**config.mk**
```make
export PLATFORM = sky130hd
export DESIGN_NAME = rxpk_rx_top
export DESIGN_NICKNAME = d
export VERILOG_FILES = /design/src/rtl/rxpk_pkg.sv /design/src/rtl/rxpk_fifo.sv /design/src/rtl/rxpk_stale_timer.sv /design/src/rtl/rxpk_packer.sv /design/src/rtl/rxpk_rx_top.sv
export SDC_FILE = /design/constraint.sdc
export NUM_CORES = 1
export LEC_CHECK = 0
export BUFFER_PORTS_ARGS = -buffer_cell sky130_fd_sc_hd__buf_2
export CAP_MARGIN = 25
export CORE_ASPECT_RATIO = 0.5
export CORE_MARGIN = 4
export CORE_UTILIZATION = 55
export CTS_CLUSTER_DIAMETER = 30
export DETAILED_ROUTE_END_ITERATION = 16
export PLACE_DENSITY_LB_ADDON = 0.2
export SETUP_SLACK_MARGIN = 0.2
export SLEW_MARGIN = 20
export SYNTH_ARGS = -nofsm -noshare
export SYNTH_HDL_FRONTEND = slang
export SYNTH_SLANG_ARGS = --single-unit
```
**constraint.sdc**
```tcl
create_clock -name clk -period 4.7 [get_ports clk]
set_input_delay 0.94 -clock clk [delete_from_list [all_inputs] [get_ports clk]]
set_output_delay 0.94 -clock clk [all_outputs]
set_load 0.005 [all_outputs]
```
**src/rtl/rxpk_pkg.sv**
```systemverilog
package rxpk_pkg;
  localparam int LANES = 4;

  // place a character into lane `lane` of a packing word
  function automatic logic [31:0] lane_insert(input logic [31:0] acc,
                                              input logic [1:0]  lane,
                                              input logic [7:0]  ch);
    logic [31:0] r;
    r = acc;
    r[int'(lane)*8 +: 8] = ch;
    return r;
  endfunction

  // keep the lowest `fill` lanes, zero the rest
  function automatic logic [31:0] pad_word(input logic [31:0] acc,
                                           input logic [1:0]  fill);
    logic [31:0] r;
    r = acc;
    for (int i = 0; i < LANES; i++) begin
      if (i >= int'(fill)) r[i*8 +: 8] = 8'h00;
    end
    return r;
  endfunction
endpackage

```
**src/rtl/rxpk_fifo.sv**
```systemverilog
module rxpk_fifo #(
  parameter int DEPTH = 8,
  parameter int AW    = $clog2(DEPTH)
) (
  input  logic          clk,
  input  logic          rst_n,
  input  logic          push,
  input  logic [31:0]   wdata,
  input  logic          pop,
  output logic [31:0]   rdata,
  output logic [AW:0]   cnt,
  output logic          full,
  output logic          empty
);
  localparam logic [AW:0] FULL_CNT = (AW+1)'(DEPTH);

  logic [31:0]   mem [DEPTH];
  logic [AW-1:0] wp, rp;
  logic          do_pop;

  assign full   = (cnt == FULL_CNT);
  assign empty  = (cnt == '0);
  assign do_pop = pop && !empty;
  assign rdata  = mem[rp];

  always_ff @(posedge clk) begin
    if (push && !full) mem[wp] <= wdata;
  end

  always_ff @(posedge clk or negedge rst_n) begin
    if (!rst_n) begin
      wp  <= '0;
      rp  <= '0;
      cnt <= '0;
    end else begin
      if (push && !full) wp <= wp + 1'b1;
      if (do_pop)        rp <= rp + 1'b1;
      if ((push && !full) && !do_pop)      cnt <= cnt + 1'b1;
      else if (!(push && !full) && do_pop) cnt <= cnt - 1'b1;
    end
  end


  no_push_full_chk: assert property (@(posedge clk) disable iff (!rst_n)
    push |-> !full);


  fifo_grow_chk: assert property (@(posedge clk) disable iff (!rst_n)
    (push && !pop) |=> (cnt == $past(cnt) + 1'b1));


  empty_pop_chk: assert property (@(posedge clk) disable iff (!rst_n)
    (pop && empty && !push) |=> empty);
endmodule

```
**src/rtl/rxpk_stale_timer.sv**
```systemverilog
module rxpk_stale_timer #(
  parameter int TMO_W = 8
) (
  input  logic             clk,
  input  logic             rst_n,
  input  logic             rx_vld,
  input  logic [TMO_W-1:0] tmo,
  input  logic             have_chars,
  input  logic             cmd_clr,
  input  logic             cmd_arm,
  input  logic             cmd_force,
  output logic             fire,
  output logic             pend,
  output logic             armed
);
  logic [TMO_W-1:0] idle;
  logic             idle_hit;

  assign idle_hit = (idle >= tmo);
  assign fire     = cmd_force || (armed && have_chars && !rx_vld && idle_hit);

  always_ff @(posedge clk or negedge rst_n) begin
    if (!rst_n) begin
      idle  <= '0;
      pend  <= 1'b0;
      armed <= 1'b0;
    end else begin
      if (rx_vld)          idle <= '0;
      else if (idle != '1) idle <= idle + 1'b1;

      if (fire)         pend <= 1'b1;
      else if (cmd_clr) pend <= 1'b0;

      if (cmd_arm)   armed <= 1'b1;
      else if (fire) armed <= 1'b0;
    end
  end


  stale_quiet_chk: assert property (@(posedge clk) disable iff (!rst_n)
    (rx_vld && !cmd_force) |-> !fire);


  stale_clr_chk: assert property (@(posedge clk) disable iff (!rst_n)
    (cmd_clr && !fire) |=> !pend);


  stale_set_chk: assert property (@(posedge clk) disable iff (!rst_n)
    fire |=> pend);
endmodule

```
**src/rtl/rxpk_packer.sv**
```systemverilog
module rxpk_packer
  import rxpk_pkg::*;
#(
  parameter int CW = 16
) (
  input  logic          clk,
  input  logic          rst_n,
  input  logic          rx_vld,
  input  logic [7:0]    rx_data,
  input  logic          fifo_full,
  input  logic          len_wr,
  input  logic [CW-1:0] len_val,
  input  logic          stale_fire,
  input  logic          err_clr,
  output logic          push,
  output logic [31:0]   push_word,
  output logic          have_chars,
  output logic [CW-1:0] snap_cnt,
  output logic          xfer_done,
  output logic          ovr
);
  logic [31:0]   acc, acc_nx;
  logic [1:0]    lane, lane_nx;
  logic [CW-1:0] chars, chars_nx, len_q;
  logic          active;
  logic          accept, drop, len_hit, end_evt, word_full, flush_part, flush_lost;

  assign accept     = rx_vld && !fifo_full;
  assign drop       = rx_vld && fifo_full;
  assign acc_nx     = accept ? lane_insert(acc, lane, rx_data) : acc;
  assign lane_nx    = lane + 2'(accept);
  assign chars_nx   = (accept && chars != '1) ? chars + 1'b1 : chars;
  assign len_hit    = active && accept && (chars_nx == len_q);
  assign end_evt    = stale_fire || len_hit;
  assign word_full  = accept && (lane == 2'd3);
  assign flush_part = end_evt && (lane_nx != 2'd0);
  assign flush_lost = flush_part && fifo_full;
  assign push       = word_full || (flush_part && !fifo_full);
  assign push_word  = word_full ? acc_nx : pad_word(acc_nx, lane_nx);
  assign have_chars = (chars != '0);

  always_ff @(posedge clk or negedge rst_n) begin
    if (!rst_n) begin
      acc       <= '0;
      lane      <= '0;
      chars     <= '0;
      len_q     <= '0;
      active    <= 1'b0;
      snap_cnt  <= '0;
      xfer_done <= 1'b0;
      ovr       <= 1'b0;
    end else begin
      if (end_evt) begin
        snap_cnt <= chars_nx;
        chars    <= '0;
        lane     <= '0;
        acc      <= '0;
        active   <= 1'b0;
        if (len_hit) xfer_done <= 1'b1;
      end else begin
        acc   <= word_full ? '0 : acc_nx;
        lane  <= lane_nx;
        chars <= chars_nx;
      end

      if (len_wr) begin
        len_q     <= len_val;
        active    <= 1'b1;
        xfer_done <= 1'b0;
        chars     <= '0;
        lane      <= '0;
        acc       <= '0;
      end

      if (drop || flush_lost) ovr <= 1'b1;
      else if (err_clr)       ovr <= 1'b0;
    end
  end


  ovr_set_chk: assert property (@(posedge clk) disable iff (!rst_n)
    (rx_vld && fifo_full) |=> ovr);


  ovr_hold_chk: assert property (@(posedge clk) disable iff (!rst_n)
    (ovr && !err_clr) |=> ovr);


  end_restart_chk: assert property (@(posedge clk) disable iff (!rst_n)
    (stale_fire && !len_wr) |=> (chars == '0 && lane == 2'd0));


  lane_step_chk: assert property (@(posedge clk) disable iff (!rst_n)
    (accept && !end_evt && !len_wr) |=> (lane == $past(lane) + 2'd1));
endmodule

```
**src/rtl/rxpk_rx_top.sv**
```systemverilog
module rxpk_rx_top #(
  parameter int DEPTH = 8,
  parameter int CW    = 16,
  parameter int TMO_W = 8,
  parameter int AW    = $clog2(DEPTH)
) (
  input  logic             clk,
  input  logic             rst_n,
  input  logic             rx_vld,
  input  logic [7:0]       rx_data,
  input  logic             len_wr,
  input  logic [CW-1:0]    len_val,
  input  logic [TMO_W-1:0] stale_tmo,
  input  logic             cmd_stale_clr,
  input  logic             cmd_stale_arm,
  input  logic             cmd_stale_force,
  input  logic             cmd_err_clr,
  input  logic [AW:0]      wmark,
  input  logic             rd_pop,
  output logic [31:0]      rd_word,
  output logic [CW-1:0]    snap_cnt,
  output logic             xfer_done,
  output logic [4:0]       rx_status,
  output logic             stale_pend,
  output logic             wmark_irq
);
  logic          push, full, empty, ovr, have_chars, fire, armed;
  logic [31:0]   push_word;
  logic [AW:0]   cnt;

  rxpk_stale_timer #(.TMO_W(TMO_W)) u_tmr (
    .clk(clk), .rst_n(rst_n), .rx_vld(rx_vld), .tmo(stale_tmo),
    .have_chars(have_chars), .cmd_clr(cmd_stale_clr), .cmd_arm(cmd_stale_arm),
    .cmd_force(cmd_stale_force), .fire(fire), .pend(stale_pend), .armed(armed)
  );

  rxpk_packer #(.CW(CW)) u_pack (
    .clk(clk), .rst_n(rst_n), .rx_vld(rx_vld), .rx_data(rx_data),
    .fifo_full(full), .len_wr(len_wr), .len_val(len_val), .stale_fire(fire),
    .err_clr(cmd_err_clr), .push(push), .push_word(push_word),
    .have_chars(have_chars), .snap_cnt(snap_cnt), .xfer_done(xfer_done), .ovr(ovr)
  );

  rxpk_fifo #(.DEPTH(DEPTH), .AW(AW)) u_fifo (
    .clk(clk), .rst_n(rst_n), .push(push), .wdata(push_word), .pop(rd_pop),
    .rdata(rd_word), .cnt(cnt), .full(full), .empty(empty)
  );

  assign rx_status = {ovr, 2'b00, full, !empty};
  assign wmark_irq = (cnt > wmark);


  full_ready_chk: assert property (@(posedge clk) disable iff (!rst_n)
    rx_status[1] |-> rx_status[0]);


  disarm_after_fire_chk: assert property (@(posedge clk) disable iff (!rst_n)
    (fire && !cmd_stale_arm) |=> !armed);
endmodule

```
### Yosys cells after proc, flatten, opt, wreduce, memory -nomap -nowiden

Memories as Yosys holds them, arrays and structs flattened.
Cells that the tools add are included.
Widths: inputs -> output; s select.

* add/subtract/negate cells: 8
* reduce and logical (&&, ||, !) cells: 36
* equal/unequal tests: 5
* $lt $le $gt $ge: 5
* muxes and demuxes: 31
* shift operators: 2

Operator list (count)
* $mux 32: 5
* $mux 16: 3
* $mux 8: 5
* $neg 5->33: 1
* $shift 8x33->32 const A: 1
* $shiftx 8x33->32: 1
* $bwmux 32: 1
* $add 16x1->16 const B: 1
* $eq 16x16->1: 1
* $logic_and 1x1->1: 16
* $ne 16x16->1 const B: 1
* $reduce_bool 16->1: 1
* $reduce_bool 2->1: 8
* $mux 1: 13
* $add 8x1->8 const B: 1
* $ge 8x8->1: 1
* $mux 4: 2
* $ne 8x8->1 const B: 1
* $add 3x1->3 const B: 2
* $logic_not 1->1: 5
* $add 4x1->4 const B: 1
* $eq 4x4->1 const B: 1
* $ge 1x2->1 const A: 2
* $gt 4x4->1: 1
* other kinds (8): 12

* memories: 1
* RAM bits: 256
* output and inout bits: 56
* register bits: 105

Memory list
* u_fifo.mem: depth 8, bits a word 32, read ports 1, clocked after Yosys merged registers in 0, write ports 1, line rxpk_fifo.sv:17 `logic [31:0] mem [DEPTH];`

### Longest topological paths before layout

Gate-level depths: netlist of run 1.

* depth in word-level cells: 16
* depth in mapped cells: 19
* gate-level depth less buffers: 18

### Hierarchy

A second synthesis of run 1 with hierarchy kept.

* cells, all modules: 996
* area total of the unflattened synthesis: 15652.5 um^2

Modules (own cells, without submodules)
* rxpk_fifo: instances 1, area each 10282.4 um^2, sequential area each 7937.6 um^2, cells an instance 434
* rxpk_packer: instances 1, area each 4528.1 um^2, sequential area each 1926.8 um^2, cells an instance 466
* rxpk_stale_timer: instances 1, area each 705.7 um^2, sequential area each 250.2 um^2, cells an instance 77
* rxpk_rx_top: instances 1, area each 136.4 um^2, sequential area each 0.0 um^2, cells an instance 19

### Least setup slack after synthesis of run 1

Ideal clock, no wire load.

* path kind: input-to-reg
* start: input port rx_vld
* end: memory u_fifo.mem[6][0], enable pin
* arrival time: 4.081 ns
* setup slack: 0.227 ns
* cell stages on the path: 11
* required time: 4.308 ns
* buffers on the path: 2
* path through: clkbuf_1 nand4_1 nor4_2 xnor2_1 nor2_1 a2111o_1 or4_4 o21a_4 o21ai_4 buf_6 and4b_1

* longest elaborated chain between the ends: 12

RTL lines
* start: declaration: line rxpk_rx_top.sv:9 `input logic rx_vld,`
* $logic_and 1x1->1: line rxpk_packer.sv:28 `assign accept = rx_vld && !fifo_full;`
* $logic_and 1x1->1: line rxpk_packer.sv:32 `assign chars_nx = (accept && chars != '1) ? chars + 1'b1 : chars;`
* $mux 16: line rxpk_packer.sv:32
* $eq 16x16->1: line rxpk_packer.sv:33 `assign len_hit = active && accept && (chars_nx == len_q);`
* $logic_and 1x1->1: line rxpk_packer.sv:33
* $logic_or 1x1->1: line rxpk_packer.sv:34 `assign end_evt = stale_fire || len_hit;`
* $logic_and 1x1->1: line rxpk_packer.sv:36 `assign flush_part = end_evt && (lane_nx != 2'd0);`
* $logic_and 1x1->1: line rxpk_packer.sv:38 `assign push = word_full || (flush_part && !fifo_full);`
* $logic_or 1x1->1 (*): line rxpk_packer.sv:38
* $logic_and 1x1->1 (*): line rxpk_fifo.sv:27 `if (push && !full) mem[wp] <= wdata;`
* $mux 1 (*): line rxpk_fifo.sv:27
* $mux 1 (implied by the code) (*): line rxpk_fifo.sv:27
* end: declaration: line rxpk_fifo.sv:17

Every way passes the cells marked *; elsewhere a longest branch is shown, timed or not.

### Worst setup path in the final report of run 1

* start: register u_pack.chars[7]
* end: register u_fifo.cnt[3]

* longest elaborated chain between the ends: 13

RTL lines
* start: declaration: line rxpk_packer.sv:24 `logic [CW-1:0] chars, chars_nx, len_q;`
* start signal: assignment: line rxpk_packer.sv:63 `chars <= chars_nx;`
* parallel branches: the longest is 5 deep, another holds $add 16x1->16
* $logic_or 1x1->1 (*): line rxpk_packer.sv:34
* $logic_and 1x1->1 (*): line rxpk_packer.sv:36
* $logic_and 1x1->1 (*): line rxpk_packer.sv:38
* $logic_or 1x1->1 (*): line rxpk_packer.sv:38
* $logic_and 1x1->1 (*): line rxpk_fifo.sv:38, rxpk_fifo.sv:39
* $logic_not 1->1: line rxpk_fifo.sv:39 `else if (!(push && !full) && do_pop) cnt <= cnt - 1'b1;`
* $logic_and 1x1->1: line rxpk_fifo.sv:39
* $reduce_bool 2->1 (no source line)
* end signal: assignment: line rxpk_fifo.sv:38 `if ((push && !full) && !do_pop) cnt <= cnt + 1'b1;`
* end signal: assignment: line rxpk_fifo.sv:39
* end: declaration: line rxpk_fifo.sv:11 `output logic [AW:0] cnt,`

Every way passes the cells marked *.
A chain may end at the register's enable or synchronous reset.

==> run_summary.xml, run 1 <==
<?xml version="1.0" encoding="UTF-8"?>
<metrics>
  <group name="outcome">
    <metric name="run_status" unit="">complete, no violations</metric>
  </group>
  <group name="cts">
    <metric name="clock_sinks" unit="">353</metric>
    <metric name="hold_buffers" unit="">0</metric>
    <metric name="clock_path_buffers" unit="">3</metric>
    <metric name="cts.reportedPaths.clkPinSlew" unit="ns">0.06</metric>
    <metric name="cts_root_buffer" unit="">clkbuf_16</metric>
    <metric name="cts_htree_levels" unit="">2</metric>
    <metric name="tritoncts.num_buffers" unit="">40</metric>
    <metric name="cts_tree" unit="">yes</metric>
    <metric name="clock_latency" unit="ns">0.55</metric>
  </group>
  <group name="setup_path">
    <metric name="timing.critical_path.arrival" unit="ns">4.72</metric>
    <metric name="regToRegStartpoint" unit="">u_pack.chars[7]</metric>
    <metric name="critical_path.reg2reg.endpoint" unit="">u_fifo.cnt[3]</metric>
    <metric name="critical_path.n_buffers_inverters" unit="">2</metric>
    <metric name="worst-endpoint-required" unit="ns">5.11</metric>
    <metric name="criticalPathCategory" unit="">flip-flop to flip-flop</metric>
    <metric name="crit_top_cell" unit="">ha_1</metric>
    <metric name="critPathMaxStageDelay" unit="ns">0.60</metric>
    <metric name="crit_path_start_kind" unit="">flip-flop</metric>
    <metric name="critical_path.slowest_cell" unit="">or4_4</metric>
    <metric name="worst_setup_end_kind" unit="">flip-flop</metric>
    <metric name="crit_path_cell_trace" unit="">nand4_4 -&gt; nor4_4 -&gt; buf_4 -&gt; nor3_1 -&gt; o31ai_1 -&gt; o2111ai_1 -&gt; or4_4 -&gt; o21a_4 -&gt; o21ai_4 -&gt; ha_1 -&gt; inv_1 -&gt; ha_1 -&gt; a21o_1 -&gt; a21oi_1 -&gt; xnor2_1 -&gt; nor2_1 -&gt; xor2_1</metric>
    <metric name="rrSetupSlack" unit="ns">0.38</metric>
    <metric name="worstPathMaxFanout" unit="">15</metric>
    <metric name="worstRegToRegCells" unit="">17</metric>
    <metric name="path_delay_family" unit="">simple AND/OR/NAND/NOR gates</metric>
  </group>
  <group name="final_layout">
    <metric name="finalNetCount" unit="">1188</metric>
    <metric name="drive_above_1_share" unit="">0.304</metric>
    <metric name="synthToLayoutAreaGrowth" unit="%">17.2</metric>
    <metric name="fin_cells" unit="">1525</metric>
  </group>
  <group name="grt">
    <metric name="grt_pass1_wl" unit="um">52500</metric>
    <metric name="grt_util_all_layers" unit="">0.220</metric>
    <metric name="grt_pass1_vias" unit="">9211</metric>
    <metric name="grt-ovfl-total" unit="">0</metric>
    <metric name="grt_antenna_before_repair" unit="">4</metric>
    <metric name="maximum_number_of_pins_on_one_net_before_global_route_repair" unit="">68</metric>
  </group>
  <group name="synthesis">
    <metric name="ys_ff_latch" unit="">353</metric>
    <metric name="synth_cell_type_count" unit="">68</metric>
    <metric name="post_synth_most_frequent_cells" unit="">256 x edfxtp_1, 104 x nor2_1, 97 x dfrtp_1</metric>
    <metric name="yosys.area.top_type_share" unit="">0.505</metric>
    <metric name="number_of_enable_flip_flop_cells_after_synthesis" unit="">256</metric>
    <metric name="most_used_standard_cell_by_instance_count_after_synthesis" unit="">edfxtp_1</metric>
    <metric name="ys.flop_type" unit="">edfxtp_1</metric>
    <metric name="yosys.area.top_type" unit="">edfxtp_1</metric>
    <metric name="synthArstFlopShare" unit="">0.275</metric>
    <metric name="synth_area" unit="sq mm">0.0152</metric>
    <metric name="synth_sequential_area_ratio" unit="">0.664</metric>
    <metric name="yosys_warnings" unit="">0</metric>
    <metric name="leading_post_synthesis_cells_by_cell_area" unit="">edfxtp_1 50%, dfrtp_1 16%, mux4_2 9.5%</metric>
    <metric name="post_syn_instances" unit="">977</metric>
    <metric name="syn_avg_cell_area" unit="sq um">15.6</metric>
  </group>
  <group name="drt">
    <metric name="vias" unit="">8951</metric>
    <metric name="drc" unit="">0</metric>
    <metric name="drtAntennaViolNets" unit="">0</metric>
    <metric name="drt_pre_antenna_iters" unit="">5</metric>
    <metric name="drt-wirelength-per-cell" unit="um">21.8</metric>
    <metric name="routed_via_density" unit="">5.87</metric>
    <metric name="detail_route.wirelength" unit="um">33200</metric>
    <metric name="drt-initial-drc-count" unit="">926</metric>
  </group>
  <group name="floorplan">
    <metric name="rows" unit="">42</metric>
    <metric name="design.portCount" unit="">101</metric>
    <metric name="die_height" unit="um">126</metric>
    <metric name="die-width" unit="um">243</metric>
    <metric name="fp.dieArea" unit="sq mm">0.0306</metric>
    <metric name="core-area" unit="sq mm">0.0269</metric>
    <metric name="start_util" unit="">0.567</metric>
  </group>
  <group name="placement">
    <metric name="place.detailed.instances" unit="">1441</metric>
    <metric name="gpl.final_weighted_congestion" unit="">0.931</metric>
    <metric name="place_hpwl" unit="um">20600</metric>
    <metric name="io_buffer_count" unit="">98</metric>
  </group>
  <group name="power">
    <metric name="p_total" unit="W">0.00912</metric>
    <metric name="vdd.ir_drop.worst" unit="V">0.000283</metric>
    <metric name="powerDensity" unit="mW/mm^2">511</metric>
    <metric name="power.leakage" unit="nW">6.89</metric>
  </group>
  <group name="timing">
    <metric name="final-max-slew-violation-count" unit="">0</metric>
    <metric name="finalSetupTns" unit="ns">0</metric>
    <metric name="relSlewSlack" unit="">0.401</metric>
    <metric name="whs" unit="ns">0.469</metric>
    <metric name="grt_setup_unrepaired" unit="">false</metric>
    <metric name="setup_viol_count_final" unit="">0</metric>
    <metric name="min_period_over_period" unit="">0.918</metric>
    <metric name="final_min_period" unit="ns">4.32</metric>
    <metric name="clock.fmax" unit="GHz">0.232</metric>
    <metric name="timing_hold_violations_final" unit="">0</metric>
    <metric name="final.setup_skew" unit="ns">0.0342</metric>
    <metric name="worst-slew-pin-transition" unit="ns">0.897</metric>
  </group>
  <group name="job">
    <metric name="timing.max_cap.violations" unit="">0</metric>
  </group>
  <group name="worst_hold_path">
    <metric name="hold_start" unit="">u_tmr.armed</metric>
    <metric name="min_path_type" unit="">flip-flop to flip-flop</metric>
    <metric name="worstHoldEndpoint" unit="">u_tmr.armed</metric>
    <metric name="whs_path_depth" unit="">1</metric>
  </group>
</metrics>
## stage by stage
step / area [sq um] / util / worst slack [ns]
after floorplan: 15200 / - / 0.227
after global placement: 16300 / 0.609 / 0.152
after detailed placement: 16300 / 0.609 / 0.000578
after CTS: 17800 / 0.662 / 0.238
after global routing: 17800 / 0.664 / 0.201
final: 17800 / 0.664 / 0.384
## report_power, final
group | leakage [nW] | total (W) | internal [W] | switching, W
sequential | 3.70 | 0.00386 | 0.00362 | 0.000247
clock | 0.667 | 0.00323 | 0.00194 | 0.00129
combinational | 2.52 | 0.00203 | 0.00108 | 0.000946
## area by class of cell
cell class,instances,area [sq um]
antenna,4,10.0
timing repair buffer,141,916
sequential,353,10100
clock inverter,26,327
tap,374,468
multi-input combinational,553,4820
fill,1866,9010
inverter,27,106
clock buffer,47,1070
## cell families after synthesis
kind of cell	count (synthesis)	share of synthesized area
simple gates	268	0.0956
buf+inv	72	0.0216
fa+ha+maj	27	0.0227
mux	115	0.132
flops	353	0.664
other cells	1	0.000246
compound gates	110	0.0446
xor+xnor	31	0.0188
## how the worst max path moves through the flow
stage / startpoint / cells after the start / end / slack (ns)
CTS: u_fifo.cnt[0] / 16 / u_fifo.cnt[3] / 0.24
global placement: rx_vld / 16 / u_fifo.cnt[3] / 0.15
detailed placement: rx_vld / 16 / u_fifo.cnt[3] / 0.0006
finish: u_pack.chars[7] / 17 / u_fifo.cnt[3] / 0.38
global route: u_pack.chars[0] / 18 / u_fifo.cnt[3] / 0.20
floorplan: rx_vld / 11 / u_fifo.mem[6][0] / 0.23
## registers in the layout (all words and copies together), names as in the netlist
register and count:
u_pack.chars 16, u_pack.active 1, u_tmr.idle 8, u_pack.acc 24, u_fifo.mem 256, u_fifo.rp 3
u_pack.len_q 16, u_fifo.cnt 4, u_pack.xfer_done 1, u_pack.snap_cnt 16, u_tmr.pend 1, u_pack.lane 2
u_tmr.armed 1, u_fifo.wp 3, u_pack.ovr 1
## worst reg2reg max path, stage by stage (launching register included)
cell and delay [ns]:
dfrtp_2 0.43, nand4_4 0.19, nor4_4 0.59, buf_4 0.23, nor3_1 0.05, o31ai_1 0.19
o2111ai_1 0.16, or4_4 0.60, o21a_4 0.29, o21ai_4 0.15, ha_1 0.21, inv_1 0.10
ha_1 0.29, a21o_1 0.16, a21oi_1 0.17, xnor2_1 0.15, nor2_1 0.07, xor2_1 0.14
## cell usage in the layout, fill, tap and decap left out, types with 9 or more instances in the layout
cell       Yosys  final
nand2_1       31     30
o21ai_0       25     25
buf_4          6     36
mux4_2        64     64
buf_2         13     97
nand3_1       14     13
nor2_1       104    104
and3_1        36     36
xor2_1         9      9
ha_1          26     25
and2_1        15     15
a21oi_1       48     48
dfrtp_1       97     90
mux2_2        48     48
clkbuf_16      0     41
inv_1         26     26
edfxtp_1     256    256
xnor2_1       21     21
## routing by layer
layer | wire, um | vias up | track usage
li1 | - | 4022 | -
met1 | 14600 | 4565 | 0.317
met2 | 15900 | 309 | 0.348
met3 | 1990 | 55 | 0.0452
met4 | 733 | 0 | 0.0637
met5 | 0 | - | 0
## timing repair
item	4_1_cts	5_1_grt
gates resized for setup	3	7
buffers inserted	3	4
endpoints found under the setup margin	1	1
gates cloned	0	0
pin swaps	1	4
(Power assumes the default switching activity.)
==> run 2, diff against run 1 <==
--- a/config.mk
+++ b/config.mk
@@ -7,7 +7,7 @@
 export LEC_CHECK = 0
 export BUFFER_PORTS_ARGS = -buffer_cell sky130_fd_sc_hd__buf_2
 export CAP_MARGIN = 25
-export CORE_ASPECT_RATIO = 0.5
+export CORE_ASPECT_RATIO = 2
 export CORE_MARGIN = 4
 export CORE_UTILIZATION = 55
 export CTS_CLUSTER_DIAMETER = 30
==> run 2 against run 1 <==
Sequential share of layout area is 0.67 points higher; hold slack better by 0.0036 ns; non-clock buffer count is 4 lower; worst setup slack better by 0.045 ns; total power is 3.2% lower; utilization is 1.4 points lower; critical path type unchanged; die area stayed put; largest cell class unchanged; design area is 1.2% lower; highest routed layer is now met5; routed wire length is 0.54% higher; clock skew is 0.019 ns lower.
==> run_summary.xml, run 2 (synthesis results as in run 1) <==
<?xml version="1.0" encoding="UTF-8"?>
<metrics>
  <group name="drt">
    <metric name="drt-wirelength-per-cell" unit="um">22.5</metric>
    <metric name="detailed_route_wirelength_on_metal3" unit="um">1570</metric>
    <metric name="wirelength_met1" unit="um">11800</metric>
    <metric name="detail_route.wirelength" unit="um">33400</metric>
    <metric name="vias" unit="">8776</metric>
    <metric name="drc" unit="">0</metric>
    <metric name="drt_pre_antenna_iters" unit="">5</metric>
    <metric name="drt-initial-drc-count" unit="">489</metric>
    <metric name="drtAntennaViolNets" unit="">0</metric>
    <metric name="wl_met2" unit="um">18700</metric>
    <metric name="routed_via_density" unit="">5.93</metric>
    <metric name="route.top_layer_used" unit="">met5</metric>
  </group>
  <group name="setup_path">
    <metric name="rrSetupSlack" unit="ns">0.43</metric>
    <metric name="worstRegToRegCells" unit="">17</metric>
    <metric name="crit_path_start_kind" unit="">flip-flop</metric>
    <metric name="worst_setup_end_kind" unit="">flip-flop</metric>
    <metric name="worstPathMaxFanout" unit="">11</metric>
    <metric name="critical_path.reg2reg.endpoint" unit="">u_fifo.cnt[3]</metric>
    <metric name="worst-endpoint-required" unit="ns">5.09</metric>
    <metric name="timing.critical_path.arrival" unit="ns">4.66</metric>
    <metric name="regToRegStartpoint" unit="">u_fifo.cnt[2]</metric>
    <metric name="criticalPathCategory" unit="">flip-flop to flip-flop</metric>
  </group>
  <group name="cts">
    <metric name="clock_path_buffers" unit="">3</metric>
    <metric name="cts_root_buffer" unit="">clkbuf_16</metric>
    <metric name="cts_tree" unit="">yes</metric>
    <metric name="clock_sinks" unit="">353</metric>
    <metric name="cts.reportedPaths.clkPinSlew" unit="ns">0.06</metric>
    <metric name="tritoncts.num_buffers" unit="">37</metric>
    <metric name="cts_htree_levels" unit="">2</metric>
    <metric name="clock_latency" unit="ns">0.52</metric>
  </group>
  <group name="power">
    <metric name="vdd.ir_drop.worst" unit="V">0.000299</metric>
    <metric name="p_total" unit="W">0.00883</metric>
    <metric name="powerDensity" unit="mW/mm^2">501</metric>
    <metric name="power.leakage" unit="nW">6.80</metric>
  </group>
  <group name="floorplan">
    <metric name="die-width" unit="um">126</metric>
    <metric name="die_height" unit="um">243</metric>
    <metric name="start_util" unit="">0.561</metric>
    <metric name="fp.dieArea" unit="sq mm">0.0306</metric>
    <metric name="rows" unit="">85</metric>
    <metric name="core-area" unit="sq mm">0.0271</metric>
    <metric name="design.portCount" unit="">101</metric>
  </group>
  <group name="timing">
    <metric name="final-max-slew-violation-count" unit="">0</metric>
    <metric name="clock.fmax" unit="GHz">0.234</metric>
    <metric name="finalSetupTns" unit="ns">0</metric>
    <metric name="grt_setup_unrepaired" unit="">false</metric>
    <metric name="setup_viol_count_final" unit="">0</metric>
    <metric name="final_min_period" unit="ns">4.27</metric>
    <metric name="worst-slew-pin-transition" unit="ns">0.905</metric>
    <metric name="timing_hold_violations_final" unit="">0</metric>
    <metric name="min_period_over_period" unit="">0.909</metric>
    <metric name="final.setup_skew" unit="ns">0.0155</metric>
    <metric name="relSlewSlack" unit="">0.396</metric>
  </group>
  <group name="final_layout">
    <metric name="synthToLayoutAreaGrowth" unit="%">15.8</metric>
    <metric name="largestRegisters" unit="">u_fifo.mem (256), u_pack.acc (24)</metric>
    <metric name="drive_above_1_share" unit="">0.295</metric>
    <metric name="stdcell_area" unit="sq mm">0.0176</metric>
    <metric name="max_flop_register" unit="">u_fifo.mem</metric>
    <metric name="num-fill-cells" unit="">1981</metric>
    <metric name="final_common_cell" unit="">edfxtp_1</metric>
    <metric name="layout_common_cells" unit="">256 x edfxtp_1, 104 x nor2_1, 97 x buf_2</metric>
    <metric name="finalNetCount" unit="">1181</metric>
    <metric name="largest_register_ffs" unit="">256</metric>
  </group>
  <group name="grt">
    <metric name="grt_pass1_wl" unit="um">52300</metric>
    <metric name="grt_util_all_layers" unit="">0.223</metric>
    <metric name="grt_antenna_before_repair" unit="">2</metric>
    <metric name="maximum_number_of_pins_on_one_net_before_global_route_repair" unit="">60</metric>
    <metric name="grt-ovfl-total" unit="">0</metric>
    <metric name="grt_pass1_vias" unit="">9276</metric>
  </group>
  <group name="worst_hold_path">
    <metric name="hold_start" unit="">u_tmr.armed</metric>
    <metric name="min_path_type" unit="">flip-flop to flip-flop</metric>
    <metric name="whs_path_depth" unit="">1</metric>
    <metric name="worstHoldEndpoint" unit="">u_tmr.armed</metric>
  </group>
  <group name="outcome">
    <metric name="run_status" unit="">complete, no violations</metric>
  </group>
  <group name="placement">
    <metric name="placement.cell_area" unit="sq mm">0.0163</metric>
    <metric name="gpl.final_weighted_congestion" unit="">1.01</metric>
    <metric name="place_hpwl" unit="um">21600</metric>
    <metric name="io_buffer_count" unit="">98</metric>
  </group>
  <group name="job">
    <metric name="timing.max_cap.violations" unit="">0</metric>
  </group>
</metrics>
-- run 2: cell types whose count changed in the layout (fill, tap and decap cells not counted), sizes merged --
| cell | change |
|---|---|
| bufinv | -2 |
| buf | -4 |
| clkinv | -3 |
| inv | +3 |
| clkinvlp | -3 |
| diode | -3 |
| clkbuf | -6 |
-- run 2: how the worst max path moves through the flow --
stage | start | end | cells after the start | slack [ns]
after CTS | u_pack.chars[0] | u_fifo.cnt[3] | 17 | 0.22
after global placement | rx_vld | u_fifo.cnt[3] | 17 | 0.18
after global routing | u_pack.chars[0] | u_fifo.cnt[3] | 17 | 0.20
after detailed placement | rx_vld | u_fifo.cnt[3] | 17 | 0.11
final | u_fifo.cnt[2] | u_fifo.cnt[3] | 17 | 0.43
after floorplan | rx_vld | u_fifo.mem[6][0] | 11 | 0.23
-- run 2: worst max-delay path, stage by stage (launching register included) --
cell and delay (ns):
dfrtp_1 0.43, or4b_4 0.67, clkinv_4 0.12, nor3b_1 0.09, and3_4 0.20, a211oi_2 0.34
o2111ai_1 0.18, or4_4 0.54, o21a_4 0.23, o21ai_4 0.13, ha_1 0.20, inv_1 0.09
ha_1 0.27, a21o_1 0.15, a21oi_1 0.17, xnor2_1 0.14, nor2_1 0.07, xor2_1 0.14
-- run 2: per-layer routing --
layer / vias up / track usage
li1: 3989 / -
met1: 4438 / 0.247
met2: 267 / 0.421
met3: 80 / 0.0335
met4: 2 / 0.0897
met5: - / 0
-- run 2: metrics by stage --
stage	instances	hold WS [ns]	utilization	setup slack (ns)
after floorplan	978	0.441	-	0.227
after global placement	1415	0.453	0.602	0.175
after detailed placement	1415	0.467	0.602	0.108
after CTS	1480	0.481	0.648	0.219
after global routing	1480	0.515	0.650	0.195
final	1481	0.473	0.650	0.429
-- run 2: area by class of cell --
type	instances	area, sq um	share of cell area
diodes	1	2.50	0.000142
clock buffers	41	971	0.0551
clock inverters	21	262	0.0148
inverters	27	106	0.00603
multi-input cells	553	4830	0.274
flip-flops and latches	353	10100	0.574
well taps	348	435	0.0247
repair buffers	137	898	0.0510
-- run 2: timing repair --
action                                  in CTS  in global routing
resized for setup                            1                  7
hold buffers                                 0                  0
buffers inserted                             3                  0
pin swaps                                    1                  1
endpoints found under the setup margin       1                  1
endpoints found under the hold margin        0                  0
-- run 2: where the power goes --
part / switching, W / internal [W]
registers: 0.000278 / 0.00361
clock network: 0.00123 / 0.00170
logic: 0.000925 / 0.00109
total: 0.00243 / 0.00640
==> run 3, diff against run 2 <==
--- a/config.mk
+++ b/config.mk
@@ -5,6 +5,7 @@
 export SDC_FILE = /design/constraint.sdc
 export NUM_CORES = 1
 export LEC_CHECK = 0
+export ABC_AREA = 1
 export BUFFER_PORTS_ARGS = -buffer_cell sky130_fd_sc_hd__buf_2
 export CAP_MARGIN = 25
 export CORE_ASPECT_RATIO = 2
==> run 3 against run 2 <==
Clock skew grew 0.012 ns; critical endpoint unchanged; routed wire length grew 9.0%; global-route usage grew 1.3 points; fmax grew 4.3%; sequential share of layout area shrank 0.25 points; largest cell class unchanged.
==> run_summary.xml, run 3 <==
<?xml version="1.0" encoding="UTF-8"?>
<metrics>
  <group name="synthesis">
    <metric name="syn_avg_cell_area" unit="sq um">10.4</metric>
    <metric name="post_synth_most_frequent_cells" unit="">365 x nor2_1, 256 x edfxtp_1, 198 x nand2_1</metric>
    <metric name="yosys_warnings" unit="">0</metric>
    <metric name="area_share_of_and_or_nand_nor_cells_after_synthesis" unit="">0.168</metric>
    <metric name="yosys.area_share.xor_xnor" unit="">0.00682</metric>
    <metric name="synthArstFlopShare" unit="">0.275</metric>
    <metric name="synth_sequential_area_ratio" unit="">0.656</metric>
    <metric name="most_used_standard_cell_by_instance_count_after_synthesis" unit="">nor2_1</metric>
    <metric name="yosys.area.top_type_share" unit="">0.499</metric>
    <metric name="compound_gate_fraction_of_synth_area" unit="">0.105</metric>
    <metric name="leading_post_synthesis_cells_by_cell_area" unit="">edfxtp_1 50%, dfrtp_1 16%, nor2_1 8.9%</metric>
    <metric name="synth_area" unit="sq mm">0.0154</metric>
    <metric name="number_of_enable_flip_flop_cells_after_synthesis" unit="">256</metric>
    <metric name="synth_fa_ha_area_frac" unit="">0.0224</metric>
    <metric name="ys.flop_type" unit="">edfxtp_1</metric>
    <metric name="synth_cell_type_count" unit="">39</metric>
    <metric name="yosys.area.top_type" unit="">edfxtp_1</metric>
    <metric name="ys_ff_latch" unit="">353</metric>
    <metric name="synth_mux_area_frac" unit="">0</metric>
    <metric name="post_syn_instances" unit="">1489</metric>
    <metric name="combinational_family_with_the_most_area_after_synthesis" unit="">simple AND/OR/NAND/NOR gates</metric>
  </group>
  <group name="floorplan">
    <metric name="design.portCount" unit="">101</metric>
    <metric name="start_util" unit="">0.557</metric>
    <metric name="fp.dieArea" unit="sq mm">0.0309</metric>
    <metric name="die_height" unit="um">245</metric>
    <metric name="core-area" unit="sq mm">0.0277</metric>
    <metric name="die-width" unit="um">126</metric>
    <metric name="rows" unit="">86</metric>
  </group>
  <group name="final_layout">
    <metric name="final_common_cell" unit="">nor2_1</metric>
    <metric name="layout_common_cells" unit="">365 x nor2_1, 256 x edfxtp_1, 198 x nand2_1</metric>
    <metric name="largestRegisters" unit="">u_fifo.mem (256), u_pack.acc (24)</metric>
    <metric name="synthToLayoutAreaGrowth" unit="%">14.8</metric>
    <metric name="finalNetCount" unit="">1655</metric>
    <metric name="drive_above_1_share" unit="">0.136</metric>
    <metric name="max_flop_register" unit="">u_fifo.mem</metric>
    <metric name="largest_register_ffs" unit="">256</metric>
  </group>
  <group name="setup_path">
    <metric name="worst-endpoint-required" unit="ns">5.09</metric>
    <metric name="critPathMaxStageDelay" unit="ns">0.49</metric>
    <metric name="path_delay_family" unit="">simple AND/OR/NAND/NOR gates</metric>
    <metric name="criticalPathCategory" unit="">flip-flop to flip-flop</metric>
    <metric name="crit_path_start_kind" unit="">flip-flop</metric>
    <metric name="worstPathMaxFanout" unit="">15</metric>
    <metric name="timing.critical_path.arrival" unit="ns">4.48</metric>
    <metric name="crit_top_cell" unit="">nand2_1</metric>
    <metric name="worst_setup_end_kind" unit="">flip-flop</metric>
    <metric name="critical_path.n_buffers_inverters" unit="">2</metric>
    <metric name="critical_path.slowest_cell" unit="">dfrtp_1</metric>
  </group>
  <group name="timing">
    <metric name="final-max-slew-violation-count" unit="">0</metric>
    <metric name="finalSetupTns" unit="ns">0</metric>
    <metric name="final_min_period" unit="ns">4.10</metric>
    <metric name="whs" unit="ns">0.484</metric>
    <metric name="worst-slew-pin-transition" unit="ns">0.928</metric>
    <metric name="timing_hold_violations_final" unit="">0</metric>
    <metric name="min_period_over_period" unit="">0.872</metric>
    <metric name="relSlewSlack" unit="">0.376</metric>
    <metric name="clock.fmax" unit="GHz">0.244</metric>
    <metric name="grt_setup_unrepaired" unit="">false</metric>
    <metric name="setup_viol_count_final" unit="">0</metric>
    <metric name="final.setup_skew" unit="ns">0.0279</metric>
  </group>
  <group name="drt">
    <metric name="drc" unit="">0</metric>
    <metric name="vias" unit="">11200</metric>
    <metric name="drt-initial-drc-count" unit="">673</metric>
    <metric name="drt_pre_antenna_iters" unit="">5</metric>
    <metric name="drtAntennaViolNets" unit="">0</metric>
    <metric name="drt-wirelength-per-cell" unit="um">18.5</metric>
    <metric name="detail_route.wirelength" unit="um">36400</metric>
    <metric name="routed_via_density" unit="">5.68</metric>
  </group>
  <group name="power">
    <metric name="powerDensity" unit="mW/mm^2">548</metric>
    <metric name="power.leakage" unit="nW">6.97</metric>
    <metric name="vdd.ir_drop.worst" unit="V">0.000345</metric>
  </group>
  <group name="cts">
    <metric name="hold_buffers" unit="">0</metric>
    <metric name="cts_root_buffer" unit="">clkbuf_16</metric>
    <metric name="clock_sinks" unit="">353</metric>
    <metric name="cts.reportedPaths.clkPinSlew" unit="ns">0.06</metric>
    <metric name="tritoncts.num_buffers" unit="">39</metric>
    <metric name="cts_htree_levels" unit="">2</metric>
    <metric name="clock_path_buffers" unit="">3</metric>
    <metric name="postCtsSetupBuffers" unit="">0</metric>
    <metric name="cts_tree" unit="">yes</metric>
    <metric name="clock_latency" unit="ns">0.52</metric>
  </group>
  <group name="grt">
    <metric name="use_met2" unit="">0.442</metric>
    <metric name="met1_usage" unit="">0.255</metric>
    <metric name="grt-ovfl-total" unit="">0</metric>
    <metric name="grt_pass1_wl" unit="um">57800</metric>
    <metric name="grt_most_used_layer" unit="">met2</metric>
    <metric name="grt_pass1_vias" unit="">11400</metric>
    <metric name="grtUsageMet3" unit="">0.0311</metric>
    <metric name="grt_util_all_layers" unit="">0.236</metric>
    <metric name="maximum_number_of_pins_on_one_net_before_global_route_repair" unit="">97</metric>
    <metric name="grt_antenna_before_repair" unit="">2</metric>
  </group>
  <group name="placement">
    <metric name="io_buffer_count" unit="">98</metric>
    <metric name="gpl.final_weighted_congestion" unit="">0.955</metric>
    <metric name="place_hpwl" unit="um">23100</metric>
  </group>
  <group name="worst_hold_path">
    <metric name="min_path_type" unit="">flip-flop to flip-flop</metric>
  </group>
  <group name="outcome">
    <metric name="run_status" unit="">complete, no violations</metric>
  </group>
  <group name="job">
    <metric name="timing.max_cap.violations" unit="">0</metric>
  </group>
</metrics>
run 3: cell count changes in the layout (fill, tap and decap cells not counted), moves of 31 or more:
cell / delta
a31oi_1: +33
and3_1: -36
o21ai_0: +154
mux4_2: -64
o22ai_1: +31
nor2_1: +261
nand3_1: +37
mux2_2: -48
inv_1: +51
nand2_1: +168
run 3: where the power goes:
part           total [W]  leakage, nW  switching, W  internal [W]
logic            0.00281         2.62       0.00183      0.000986
registers        0.00385         3.72      0.000222       0.00363
clock network    0.00304        0.629       0.00125       0.00179
run 3: worst paths after layout:
kind,cells after the start,slack (ns),start,endpoint
max in group asynchronous,2,3.20,rst_n,u_pack.acc[20]
min in group asynchronous,1,0.54,rst_n,u_pack.chars[6]
worst max register to register,25,0.60,u_pack.chars[0],u_fifo.cnt[3]
worst min-delay path,1,0.48,u_tmr.armed,u_tmr.armed
worst max-delay path,25,0.60,u_pack.chars[0],u_fifo.cnt[3]
worst min register to register,1,0.48,u_tmr.armed,u_tmr.armed
run 3: metal layers:
metal	part of all wire	vias to the layer above
li1	-	5297
met2	0.55	349
met3	0.047	114
met5	0.00085	-
met4	0.051	4
met1	0.35	5394
run 3: cell families after synthesis:
group	after synthesis
XOR/XNOR	12
AO/OA/AOI/OAI	296
AND/OR/NAND/NOR	645
buffers and inverters	155
flip-flops	353
other	1
adder cells (fa/ha/maj)	27
run 3: cell type report:
type                    instances  area (sq um)
flip-flops and latches        353         10100
fillers                      2165          9950
multi-input cells             982          4730
clock buffers                  44          1040
repair buffers                124           792
well taps                     352           440
inverters                      83           312
clock inverters                27           265
diodes                          1          2.50
run 3: per-stage QoR:
step	std cells	setup slack (ns)	area [sq um]	utilization	total power, W
6_report	1966	0.604	17700	0.640	0.00970
5_1_grt	1965	0.227	17700	0.640	0.0103
4_1_cts	1965	0.556	17700	0.640	0.00977
3_5_place_dp	1894	0.357	16400	0.593	0.00674
3_3_place_gp	1893	0.480	16400	0.592	0.00667
2_1_floorplan	1490	0.989	15400	-	0.00570
run 3: what timing repair did:
item,4_1_cts,5_1_grt
endpoints found under the hold margin,0,0
gates resized for setup,0,1
endpoints found under the setup margin,0,1
